$ cat src/rtl/etc_pkg.sv
package etc_pkg;

  typedef struct packed {
    logic sz64_cap;
    logic per_cap;
    logic setval;
    logic mode32;
    logic periodic;
    logic chan_en;
  } etc_cfg_t;

  localparam int ETC_CFG_WR_W = 4;
  localparam int ETC_CFG_RD_W = $bits(etc_cfg_t);

endpackage

$ cat src/rtl/etc_cfg_reg.sv
module etc_cfg_reg
  import etc_pkg::*;
(
  input  logic                    clk,
  input  logic                    rst_n,
  input  logic                    we,
  input  logic [ETC_CFG_WR_W-1:0] wdata,
  input  logic                    clr_setval,
  output etc_cfg_t                cfg
);

  logic [ETC_CFG_WR_W-1:0] bits_q;

  always_ff @(posedge clk or negedge rst_n) begin
    if (!rst_n) begin
      bits_q <= '0;
    end else if (we) begin
      bits_q <= wdata;
    end else if (clr_setval) begin
      bits_q[3] <= 1'b0;
    end
  end

  always_comb begin
    cfg          = '0;
    cfg.chan_en  = bits_q[0];
    cfg.periodic = bits_q[1];
    cfg.mode32   = bits_q[2];
    cfg.setval   = bits_q[3];
    cfg.per_cap  = 1'b1;
    cfg.sz64_cap = 1'b1;
  end

endmodule

$ cat src/rtl/etc_match.sv
module etc_match
  import etc_pkg::*;
#(
  parameter int CNT_W = 64
) (
  input  logic [CNT_W-1:0] cnt,
  input  logic             tick,
  input  logic             glb_en,
  input  etc_cfg_t         cfg,
  input  logic [CNT_W-1:0] cmp,
  input  logic [CNT_W-1:0] per,
  output logic             eq_hit,
  output logic             wrap_hit,
  output logic             evt,
  output logic             reload
);

  localparam int HALF = CNT_W / 2;

  function automatic logic width_equal(input logic [CNT_W-1:0] a,
                                       input logic [CNT_W-1:0] b,
                                       input logic narrow);
    if (narrow) return a[HALF-1:0] == b[HALF-1:0];
    return a == b;
  endfunction

  logic live;

  assign live     = tick && glb_en && cfg.chan_en;
  assign eq_hit   = width_equal(cnt, cmp, cfg.mode32);
  assign wrap_hit = cfg.mode32 && !cfg.periodic && (cnt[HALF-1:0] == '0);
  assign evt      = live && (eq_hit || wrap_hit);
  assign reload   = live && eq_hit && cfg.periodic && (per != '0);

endmodule

$ cat src/rtl/etc_cmp_store.sv
module etc_cmp_store
  import etc_pkg::*;
#(
  parameter int CNT_W = 64
) (
  input  logic              clk,
  input  logic              rst_n,
  input  etc_cfg_t          cfg,
  input  logic              cfg_we,
  input  logic              cfg_m32_new,
  input  logic              lo_we,
  input  logic              hi_we,
  input  logic [CNT_W/2-1:0] wdata,
  input  logic              reload,
  output logic [CNT_W-1:0]  cmp_q,
  output logic [CNT_W-1:0]  per_q
);

  localparam int HALF = CNT_W / 2;

  function automatic logic [HALF-1:0] drop_msb(input logic [HALF-1:0] v);
    return {1'b0, v[HALF-2:0]};
  endfunction

  function automatic logic [CNT_W-1:0] advance(input logic [CNT_W-1:0] c,
                                               input logic [CNT_W-1:0] p,
                                               input logic narrow);
    logic [CNT_W-1:0] s;
    s = c + p;
    if (narrow) s[CNT_W-1:HALF] = '0;
    return s;
  endfunction

  logic load_cmp;
  assign load_cmp = !cfg.periodic || cfg.setval;

  always_ff @(posedge clk or negedge rst_n) begin
    if (!rst_n) begin
      cmp_q <= '1;
      per_q <= '0;
    end else if (cfg_we) begin
      if (cfg_m32_new) begin
        cmp_q[CNT_W-1:HALF] <= '0;
        per_q[CNT_W-1:HALF] <= '0;
      end
    end else if (lo_we) begin
      if (load_cmp) cmp_q[HALF-1:0] <= wdata;
      if (cfg.periodic)
        per_q[HALF-1:0] <= cfg.mode32 ? drop_msb(wdata) : wdata;
    end else if (hi_we) begin
      if (!cfg.mode32) begin
        if (load_cmp) cmp_q[CNT_W-1:HALF] <= wdata;
        if (cfg.periodic) per_q[CNT_W-1:HALF] <= drop_msb(wdata);
      end
    end else if (reload) begin
      cmp_q <= advance(cmp_q, per_q, cfg.mode32);
    end
  end

endmodule

$ cat src/rtl/etc_channel.sv
module etc_channel
  import etc_pkg::*;
#(
  parameter int CNT_W = 64
) (
  input  logic                    clk,
  input  logic                    rst_n,
  input  logic [CNT_W-1:0]        cnt_val,
  input  logic                    cnt_tick,
  input  logic                    glb_en,
  input  logic                    cfg_we,
  input  logic [ETC_CFG_WR_W-1:0] cfg_wdata,
  input  logic                    cmp_lo_we,
  input  logic                    cmp_hi_we,
  input  logic [CNT_W/2-1:0]      cmp_wdata,
  output logic [ETC_CFG_RD_W-1:0] cfg_rd,
  output logic [CNT_W-1:0]        cmp_rd,
  output logic [CNT_W-1:0]        period_rd,
  output logic                    fire
);

  etc_cfg_t         cfg;
  logic [CNT_W-1:0] cmp_q;
  logic [CNT_W-1:0] per_q;
  logic             eq_hit;
  logic             wrap_hit;
  logic             evt;
  logic             reload;
  logic             fire_q;

  etc_cfg_reg u_cfg (
    .clk        (clk),
    .rst_n      (rst_n),
    .we         (cfg_we),
    .wdata      (cfg_wdata),
    .clr_setval (cmp_lo_we || cmp_hi_we),
    .cfg        (cfg)
  );

  etc_match #(.CNT_W(CNT_W)) u_match (
    .cnt      (cnt_val),
    .tick     (cnt_tick),
    .glb_en   (glb_en),
    .cfg      (cfg),
    .cmp      (cmp_q),
    .per      (per_q),
    .eq_hit   (eq_hit),
    .wrap_hit (wrap_hit),
    .evt      (evt),
    .reload   (reload)
  );

  etc_cmp_store #(.CNT_W(CNT_W)) u_store (
    .clk         (clk),
    .rst_n       (rst_n),
    .cfg         (cfg),
    .cfg_we      (cfg_we),
    .cfg_m32_new (cfg_wdata[2]),
    .lo_we       (cmp_lo_we),
    .hi_we       (cmp_hi_we),
    .wdata       (cmp_wdata),
    .reload      (reload),
    .cmp_q       (cmp_q),
    .per_q       (per_q)
  );

  always_ff @(posedge clk or negedge rst_n) begin
    if (!rst_n) fire_q <= 1'b0;
    else        fire_q <= evt;
  end

  assign cfg_rd    = cfg;
  assign cmp_rd    = cmp_q;
  assign period_rd = per_q;
  assign fire      = fire_q;

endmodule

$ cat config.mk
export PLATFORM = sky130hd
export DESIGN_NAME = etc_channel
export DESIGN_NICKNAME = d
export VERILOG_FILES = /design/src/rtl/etc_pkg.sv /design/src/rtl/etc_cfg_reg.sv /design/src/rtl/etc_match.sv /design/src/rtl/etc_cmp_store.sv /design/src/rtl/etc_channel.sv
export SDC_FILE = /design/constraint.sdc
export NUM_CORES = 1
export LEC_CHECK = 0
export BUFFER_PORTS_ARGS = -buffer_cell sky130_fd_sc_hd__buf_4
export CORE_UTILIZATION = 50
export DETAILED_ROUTE_END_ITERATION = 7
export GPL_TIMING_DRIVEN = 1
export PLACE_DENSITY = 0.81
export SKIP_LAST_GASP = 1
export SLEW_MARGIN = 30
export SYNTH_ARGS = -nofsm -noshare
export SYNTH_HDL_FRONTEND = slang
export SYNTH_HIERARCHICAL = 1
export SYNTH_SLANG_ARGS = --single-unit
$ cat constraint.sdc
create_clock -name clk -period 3.6 [get_ports clk]
set_clock_uncertainty 0.1 [all_clocks]
set_input_delay 0.36 -clock clk [delete_from_list [all_inputs] [get_ports clk]]
set_output_delay 0.36 -clock clk [all_outputs]
set_load 0.02 [all_outputs]
==> metrics.txt, run 1 <==
status=finished, final reports clean; DRC=0; Fmax=278.7 MHz; fill count=1,681; initial core utilization=51.36%; final setup fails=0; via count=10.50k; Avg Vias per Cell=6.178; final hold violation count=0; First DRT Iteration DRCs=1,068; io pins=242; Detail Route Antenna Nets=0; multi-input combinational cell area=6554 um^2; P per Cell Area=702.3 nW/um^2; CTS tree=yes; max_slew headroom=51.15%; initial antenna violation count=0; hold_ws=0.06380 ns; post-layout min period=3.588 ns; IO Port Bufs=238; synthesized area=10,090 um^2; Reg clk slew, reported paths=0.06 ns; Req. time, crit path=3.83 ns; largest net degree at the start of global routing=68; crit end category=flip-flop; Max H-tree Level=4; DIE WIDTH=144.1 um; CTS root buf=clkbuf_16; Max-cap violations=0; Hold Crit Class=in2reg; CP arrival=3.82 ns; gp weighted congestion=0.9981; Pint=5.158 mW; core area=19,650 um^2; Worst Setup Start Kind=flip-flop; Worst-Margin Slew=0.7327 ns; Pre-Repair DR Iteration Count=6; dpl hpwl=29.18 mm; total die area=20,760 um^2; Max clock buf depth=2; switch share=44.32%; global route overflow=0; TritonCTS Buffers=17; Sink Count=132; period utilization=99.68%; unrepaired setup endpoints after global routing=true; GRT Overall Usage=36.61%; clk_lat worst skew=0.43 ns; vias in the first global route=10.01k; post-route worst setup slack=0.01153 ns; Setup Crit Path Kind=reg2reg; fin. max-slew vios=0; CP Max Fanout=4; Gate Count Post-Synth=1,168; Area growth syn-to-layout=30.66%; first-pass GRT wire length=56.16 mm; P_leak=5.661 nW; Post-layout nets=1,593; WL final=37.46 mm; synth warn=6; antenna fix cells=0; Die Y=144.1 um; Worst IR Drop VDD=0.0005154 V; Core Rows=51; pre-CTS WS=0.04694 ns; Clk network pwr share=18.8%; sequential power share=25.7%; Psw=4.106 mW; fraction of layout cells with a size suffix above 1=32.47%; Mapped Avg Cell Area=8.643 um^2; Comb pwr share=55.5%; WL/cell=22.04 um; FF+latch area=3383 um^2
state kept, by name, indices dropped and copies added (netlist names):
register and count:
fire 1, u_store/per_q 63, u_cfg/bits_q 4, u_store/cmp_q 64
cell usage in the layout (no fill, tap or decap), drive strengths merged, types with 39 or more instances in the layout:
cell	n
ha	63
buf	297
dfrtp	68
dfstp	64
nor2	97
nand4	45
a21oi	134
nand2	91
nand2b	39
xnor2	93
o21ai	102
final timing paths:
| check | from | endpoint | slack, ns | cells after the start |
|---|---|---|---|---|
| min reg2reg | u_store/cmp_q[23] | u_store/cmp_q[23] | 0.42 | 2 |
| max | u_store/cmp_q[0] | u_store/cmp_q[46] | 0.01 | 14 |
| min | cfg_wdata[1] | u_cfg/bits_q[1] | 0.06 | 2 |
| max in group asynchronous | rst_n | u_store/cmp_q[15] | 2.20 | 3 |
| min in group asynchronous | rst_n | u_store/per_q[41] | 0.37 | 2 |
| max reg2reg | u_store/cmp_q[0] | u_store/cmp_q[46] | 0.01 | 14 |
worst max-delay path, stage by stage, from the launching register on:
cell and delay [ns]:
dfstp_2 0.57, ha_1 0.20, fa_2 0.22, a21o_1 0.14, a221o_1 0.22, nand3_1 0.14, a21oi_1 0.29, a21oi_1 0.16
buf_4 0.18, o31ai_1 0.42, buf_4 0.22, a21oi_1 0.09, o21ai_0 0.23, xnor2_1 0.10, o21ai_0 0.22
per-layer routing:
metal  track usage, %  share of wire [%]
met5                0                  0
met1            45.98                 40
met2            58.94                 47
met3            9.404                8.9
met4            16.69                4.3
power by group through the flow:
| stage | registers, mW | logic (mW) | clock network, mW |
|---|---|---|---|
| 2_1_floorplan | 2.65 | 2.74 | 0 |
| 3_3_place_gp | 2.33 | 4.85 | 0 |
| 3_5_place_dp | 2.36 | 4.86 | 0 |
| 4_1_cts | 2.35 | 4.91 | 1.76 |
| 5_1_grt | 2.42 | 5.51 | 1.83 |
| 6_report | 2.38 | 5.14 | 1.74 |
area by class of cell:
cell class	instances	share of cell area, %
Multi-Input combinational cell	959	49.69
Tap cell	265	2.514
Timing Repair Buffer	298	17.36
Clock inverter	12	1.005
Clock buffer	20	3.386
Sequential cell	132	25.65
Inverter	14	0.3984
stage by stage:
step	power [mW]	area, um^2	TNS, ns	utilization [%]	instances
after CTS	9.014	13050	0	66.41	1698
final	9.264	13190	0	67.11	1700
after detailed placement	7.218	12460	0	63.40	1665
after floorplan	5.396	10100	0	-	1169
after global routing	9.759	13190	-0.05008	67.11	1700
after global placement	7.174	12460	0	63.40	1665
what timing repair did:
item,CTS,global route
resized for setup,1,26
pin swaps,2,5
setup endpoints to repair,2,11
hold buffers,1,0
setup buffers,0,2
endpoints found under the hold margin,20,0
(Power assumes the default switching activity.)
==> inputs of run 2 (changes only) <==
==> constraint.sdc (replaced) <==
create_clock -name clk -period 3.6 [get_ports clk]
set_clock_uncertainty 0.1 [all_clocks]
set_input_delay 0.18 -clock clk [delete_from_list [all_inputs] [get_ports clk]]
set_output_delay 0.18 -clock clk [all_outputs]
set_load 0.02 [all_outputs]
==> run 2 against run 1 <==
  * Register-to-register slack gained 0.09 ns
  * Power grew 1.4%
  * Via count rose by 3.9%
  * Design area grew 2.9%
  * Sequential power about the same
  * Cell count up 2.2%
  * Die area did not move
  * Critical endpoint is now u_store/cmp_q[60]
  * Largest cell class unchanged
==> metrics.txt, run 2 (synthesis results as in run 1) <==
CTS tree=yes; Worst Setup Start Kind=flip-flop; Pwr Total=9.390 mW (+1.4%); Critical Path, Cell by Cell=ha_1 > fa_1 > a21o_1 > a221o_1 > a221oi_1 > buf_4 > o22ai_1 > o21ai_2 > o31ai_1 > a221o_1 > and4_1 > o21ai_0 > o211ai_1; WL final=39.09 mm (+4.3%); Core Util, Final=69.08% (+2.0 points); Post-layout nets=1,630 (+2.3%); P per Cell Area=691.6 nW/um^2 (-1.5%); Sink Count=132 (unchanged); dpl hpwl=29.52 mm (+1.2%); Biggest register=u_store/cmp_q; largest net degree at the start of global routing=70 (+2.9%); fraction of layout cells with a size suffix above 1=31.45% (-1.0 points); Pre-Repair DR Iteration Count=5 (-1); Setup Crit Path Kind=reg2reg; Worst IR Drop VDD=0.0004830 V (-6.3%); crit-path leading delay family=compound AO/OA/AOI/OAI gates; Die Y=144.1 um (unchanged); CP max-delay cell=fa_1; antenna fix cells=0 (unchanged); WL/cell=22.50 um (+2.1%); Fmax=285.9 MHz (+2.6%); period utilization=97.15% (-2.5 points); final setup fails=0 (unchanged); max FFs per register=64 (unchanged); most frequent cells in the layout=buf_4, a21oi_1, o21ai_0; fin. max-slew vios=0 (unchanged); Avg Vias per Cell=6.280 (+1.7%); CTS root buf=clkbuf_16; CP arrival=3.74 ns (-0.08 ns); Max-cap violations=0 (unchanged); status=finished, final reports clean; First DRT Iteration DRCs=1,168 (+9.4%); Detail Route Antenna Nets=0 (unchanged); worst path bufs/invs=1 (-1); Area growth syn-to-layout=34.49%; Req. time, crit path=3.84 ns (about the same); Worst-Margin Slew=0.8750 ns (+0.1423 ns); Max Used Layer=met4; gp weighted congestion=1.008 (+1.0%); IO Port Bufs=238 (unchanged); DIE WIDTH=144.1 um (unchanged); initial antenna violation count=0 (unchanged); initial core utilization=51.36% (unchanged); post-layout min period=3.497 ns (-0.09109 ns); Slowest Stage Delay on Critical Path=0.41 ns (-0.16 ns); unrepaired setup endpoints after global routing=true; via count=10.91k (+3.9%); core area=19,650 um^2 (unchanged); most common cell after layout, fill and taps aside=buf_4; vias in the first global route=10.23k (+2.2%); Max H-tree Level=4 (unchanged); Hold Crit Class=in2reg; clk_lat worst skew=0.43 ns (about the same); GRT Overall Usage=37.68% (+1.1 points); P_leak=5.828 nW (+2.9%); M1 WL=15.51 mm (+3.0%); global route overflow=0 (unchanged); first-pass GRT wire length=58.15 mm (+3.6%); Core Rows=51 (unchanged); biggest regs=u_store/cmp_q (64), u_store/per_q (63), u_cfg/bits_q (4); Max clock buf depth=2 (unchanged); io pins=242 (unchanged); total die area=20,760 um^2 (unchanged); crit end category=flip-flop; CP Max Fanout=4 (unchanged); DRC=0 (unchanged); final hold violation count=0 (unchanged); Reg clk slew, reported paths=0.06 ns (about the same); Worst path most repeated cell=a221o_1; TritonCTS Buffers=17 (unchanged); routed wl met2=18.42 mm (+5.6%); DR WL met3=3.611 mm (+8.7%); max_slew headroom=41.67% (-9.5 points)
-- run 2: power by group --
| group | total, mW | switching [mW] | internal, mW |
|---|---|---|---|
| combinational | 5.19 | 2.98 | 2.21 |
| clock | 1.84 | 0.742 | 1.10 |
| sequential | 2.36 | 0.437 | 1.93 |
-- run 2: path summary, 6_finish.rpt --
| path | slack (ns) | start | cells after the start | end |
|---|---|---|---|---|
| setup / recovery | 0.10 | u_store/cmp_q[0] | 13 | u_store/cmp_q[60] |
| hold / removal | 0.13 | cmp_hi_we | 4 | u_cfg/bits_q[3] |
| setup reg to reg | 0.10 | u_store/cmp_q[0] | 13 | u_store/cmp_q[60] |
| hold reg to reg | 0.43 | u_store/cmp_q[4] | 2 | u_store/cmp_q[4] |
| max in group asynchronous | 2.21 | rst_n | 3 | u_store/cmp_q[20] |
| min in group asynchronous | 0.28 | rst_n | 2 | u_store/per_q[43] |
-- run 2: final cells by class --
class / count / area [um^2]
clock inverter: 15 / 181.4
fill: 1591 / 6077
clock buffer: 17 / 425.4
timing repair buffer: 335 / 2663
tap: 265 / 331.6
sequential: 132 / 3383
inverter: 14 / 52.55
multi-input combinational: 959 / 6540
-- run 2: tightest hold or removal path, delay by kind of cell --
kind | cells | cell delay, ns
compound gates | 1 | 0.20
buf+inv | 1 | 0.10
simple gates | 2 | 0.13
-- run 2: timing repair --
item                       CTS  global route
hold endpoints to repair   139             0
pin swaps                    1             3
buffers inserted             0             1
hold buffers                39             0
setup endpoints to repair    2            18
resized for setup            1            22
-- run 2: routing by layer --
layer,track usage (%),vias to the layer above
li1,-,4864
met3,7.285,110
met1,47.25,5253
met4,15.96,0
met2,63.13,682
met5,0,-
-- run 2: per-stage QoR --
stage	worst slack [ns]	hold slack, ns	cells	instance area (um^2)	TNS [ns]
2_1_floorplan	0.1077	-0.2156	1169	10100	0
3_3_place_gp	0.03751	0.2248	1665	12460	0
3_5_place_dp	-0.02674	0.2339	1665	12460	-0.02674
6_report	0.1026	0.1283	1737	13580	0
4_1_cts	0.06288	0.1151	1736	13460	0
5_1_grt	-0.06090	0.1614	1737	13580	-0.06090
==> inputs of run 3 (changes only) <==
- ABC_AREA: unset -> 1
- PLACE_DENSITY: 0.81 -> 0.79
==> run 3 against run 2 <==
  * The flow now finishes with violations (design-rule violations)
  * Flip-flop and latch count did not move
  * Worst setup slack gained 0.36 ns
  * Synthesized area rose by 28%
  * Via count increased by 35%
  * Largest power group unchanged
==> metrics.txt, run 3 <==
worst path bufs/invs=2 (+1); Hold Crit Depth=3 (-1); Final Cell Area=15,900 um^2 (+17%); max_slew headroom=34.83% (-6.8 points); HP Start=cfg_we; CTS root buf=clkbuf_16; Reg clk slew, reported paths=0.07 ns (about the same); Max H-tree Level=4 (unchanged); fraction of layout cells with a size suffix above 1=17.05% (-14 points); post-layout min period=3.137 ns (-0.3606 ns); Detail Route Antenna Nets=0 (unchanged); crit-path leading delay family=simple AND/OR/NAND/NOR gates; vias in the first global route=13.89k (+36%); failing checks=design-rule violations; total die area=26,410 um^2 (+27%); Worst R2R Path Depth=17 (+4); IO Port Bufs=238 (unchanged); period utilization=87.13% (-10 points); Sink Count=132 (unchanged); Fmax=318.8 MHz (+11%); initial antenna violation count=1 (+1); Area growth syn-to-layout=23.39%; biggest regs=u_store/cmp_q (64), u_store/per_q (63), u_cfg/bits_q (4); io pins=242 (unchanged); Setup Crit Path Kind=reg2reg; Max-cap violations=0 (unchanged); Pre-Repair DR Iteration Count=8 (+3); Worst IR Drop VDD=0.0003253 V (-33%); most common cell after layout, fill and taps aside=nand2_1; Reg2Reg Capture Point=u_store/cmp_q[61]; Biggest register=u_store/cmp_q; Area after DPL=14,950 um^2 (+20%); Core Rows=58 (+14%); final setup fails=0 (unchanged); DIE WIDTH=162.5 um (+13%); CP Max Fanout=32 (+28); CTS tree=yes; synth warn=6 (unchanged); most frequent cells in the layout=nand2_1, inv_1, buf_4; Mapped Avg Cell Area=5.891 um^2 (-32%); Slowest Stage Delay on Critical Path=0.65 ns (+0.24 ns); setup_tns=0 ns (unchanged); GRT Overall Usage=39.60% (+1.9 points); Resized cells post-CTS=0 (-1); reg2reg start=u_store/cmp_q[44]; crit end category=flip-flop; gp weighted congestion=0.9936 (-1.4%); clk_lat worst skew=0.44 ns (about the same); Core Util, Final=62.95% (-6.1 points); P per Cell Area=595.6 nW/um^2 (-14%); DRC=1 (+1); CP max-delay cell=dfstp_2; WL final=52.30 mm (+34%); unrepaired setup endpoints after global routing=false; max FFs per register=64 (unchanged); synthesized area=12,880 um^2 (+28%); Gate Count Post-Synth=2,187 (+87%); Hold EP=u_cfg/bits_q[2]; largest net degree at the start of global routing=63 (-10%); flop2flop setup slack=0.46 ns (+0.36 ns); First DRT Iteration DRCs=1,475 (+26%); WL/cell=18.72 um (-17%); global route overflow=0 (unchanged); core area=25,250 um^2 (+28%); Req. time, crit path=3.87 ns (+0.03 ns); Max clock buf depth=2 (unchanged); Hold Crit Class=in2reg; antenna fix cells=0 (unchanged); via count=14.71k (+35%); status=complete, but fails checks; Worst path most repeated cell=nand2_1; Avg Vias per Cell=5.267 (-16%); P_leak=9.038 nW (+55%); Worst Setup Start Kind=flip-flop; Critical Path, Cell by Cell=nand2_1 > nand2_1 > nand2_1 > nor2_1 > nand2_1 > nor2_1 > nand2_1 > nand2_1 > nand2_2 > nor2_1 > inv_1 > a21oi_1 > o31ai_1 > nor3_4 > buf_4 > nand2_1 > nand2_1; dpl hpwl=42.02 mm (+42%); first-pass GRT wire length=77.80 mm (+34%); Pwr Total=9.468 mW (+0.83%); Worst-Margin Slew=0.9752 ns (+0.1002 ns); initial core utilization=51.02% (-0.35 points); Die Y=162.5 um (+13%); CP arrival=3.40 ns (-0.34 ns); Post-layout nets=2,621 (+61%); fin. max-slew vios=0 (unchanged); final hold violation count=0 (unchanged); TritonCTS Buffers=17 (unchanged)
[run 3: layout make-up]
| cell class | count | area [um^2] |
|---|---|---|
| clock buffers | 19 | 442.9 |
| clock inverters | 13 | 101.3 |
| fillers | 2423 | 9358 |
| inverters | 394 | 1479 |
| multi-input cells | 1618 | 7810 |
| flip-flops and latches | 132 | 3383 |
| well taps | 330 | 412.9 |
| repair buffers | 287 | 2267 |
[run 3: repair_timing]
action | 4_1_cts | 5_1_grt
setup endpoints to repair | 0 | 0
buffers inserted | 0 | 0
endpoints found under the hold margin | 126 | 0
hold buffers | 40 | 0
[run 3: how the worst max path moves through the flow]
stage	slack (ns)	cells past startpoint	from	to
after global placement	0.66	17	u_store/cmp_q[44]	u_store/cmp_q[44]
after detailed placement	0.57	17	u_store/cmp_q[6]	u_store/cmp_q[53]
after global routing	0.34	17	u_store/cmp_q[6]	u_store/cmp_q[61]
after floorplan	1.27	18	u_store/cmp_q[6]	u_store/cmp_q[44]
final	0.46	17	u_store/cmp_q[44]	u_store/cmp_q[61]
after CTS	0.55	17	u_store/cmp_q[6]	u_store/cmp_q[53]
[run 3: metrics by stage]
step,hold WS (ns),std cells,setup WS (ns)
finish,0.01721,2793,0.4632
global route,0.03961,2793,0.3363
CTS,0.001940,2793,0.5549
detailed placement,0.1902,2721,0.5682
global placement,0.1775,2721,0.6557
floorplan,-0.2156,2188,1.271
[run 3: routing by layer]
| metal | GRT usage (%) | routed length, um | vias up |
|---|---|---|---|
| met3 | 4.533 | 3548 | 106 |
| li1 | - | - | 7185 |
| met1 | 50.03 | 21450 | 6785 |
| met5 | 0 | 13 | - |
| met2 | 67.77 | 25090 | 633 |
| met4 | 17.50 | 2192 | 2 |
[run 3: tightest hold or removal path: stages]
cell	delay (ns)
buf_4	0.18
nand2_1	0.07
o21ai_0	0.07
[run 3: power breakdown]
part | total (mW) | switching [mW] | leakage (nW) | internal (mW)
clock network | 1.70 | 0.787 | 0.262 | 0.910
logic | 5.33 | 3.48 | 7.24 | 1.84
registers | 2.44 | 0.485 | 1.53 | 1.96
total | 9.47 | 4.76 | 9.04 | 4.71
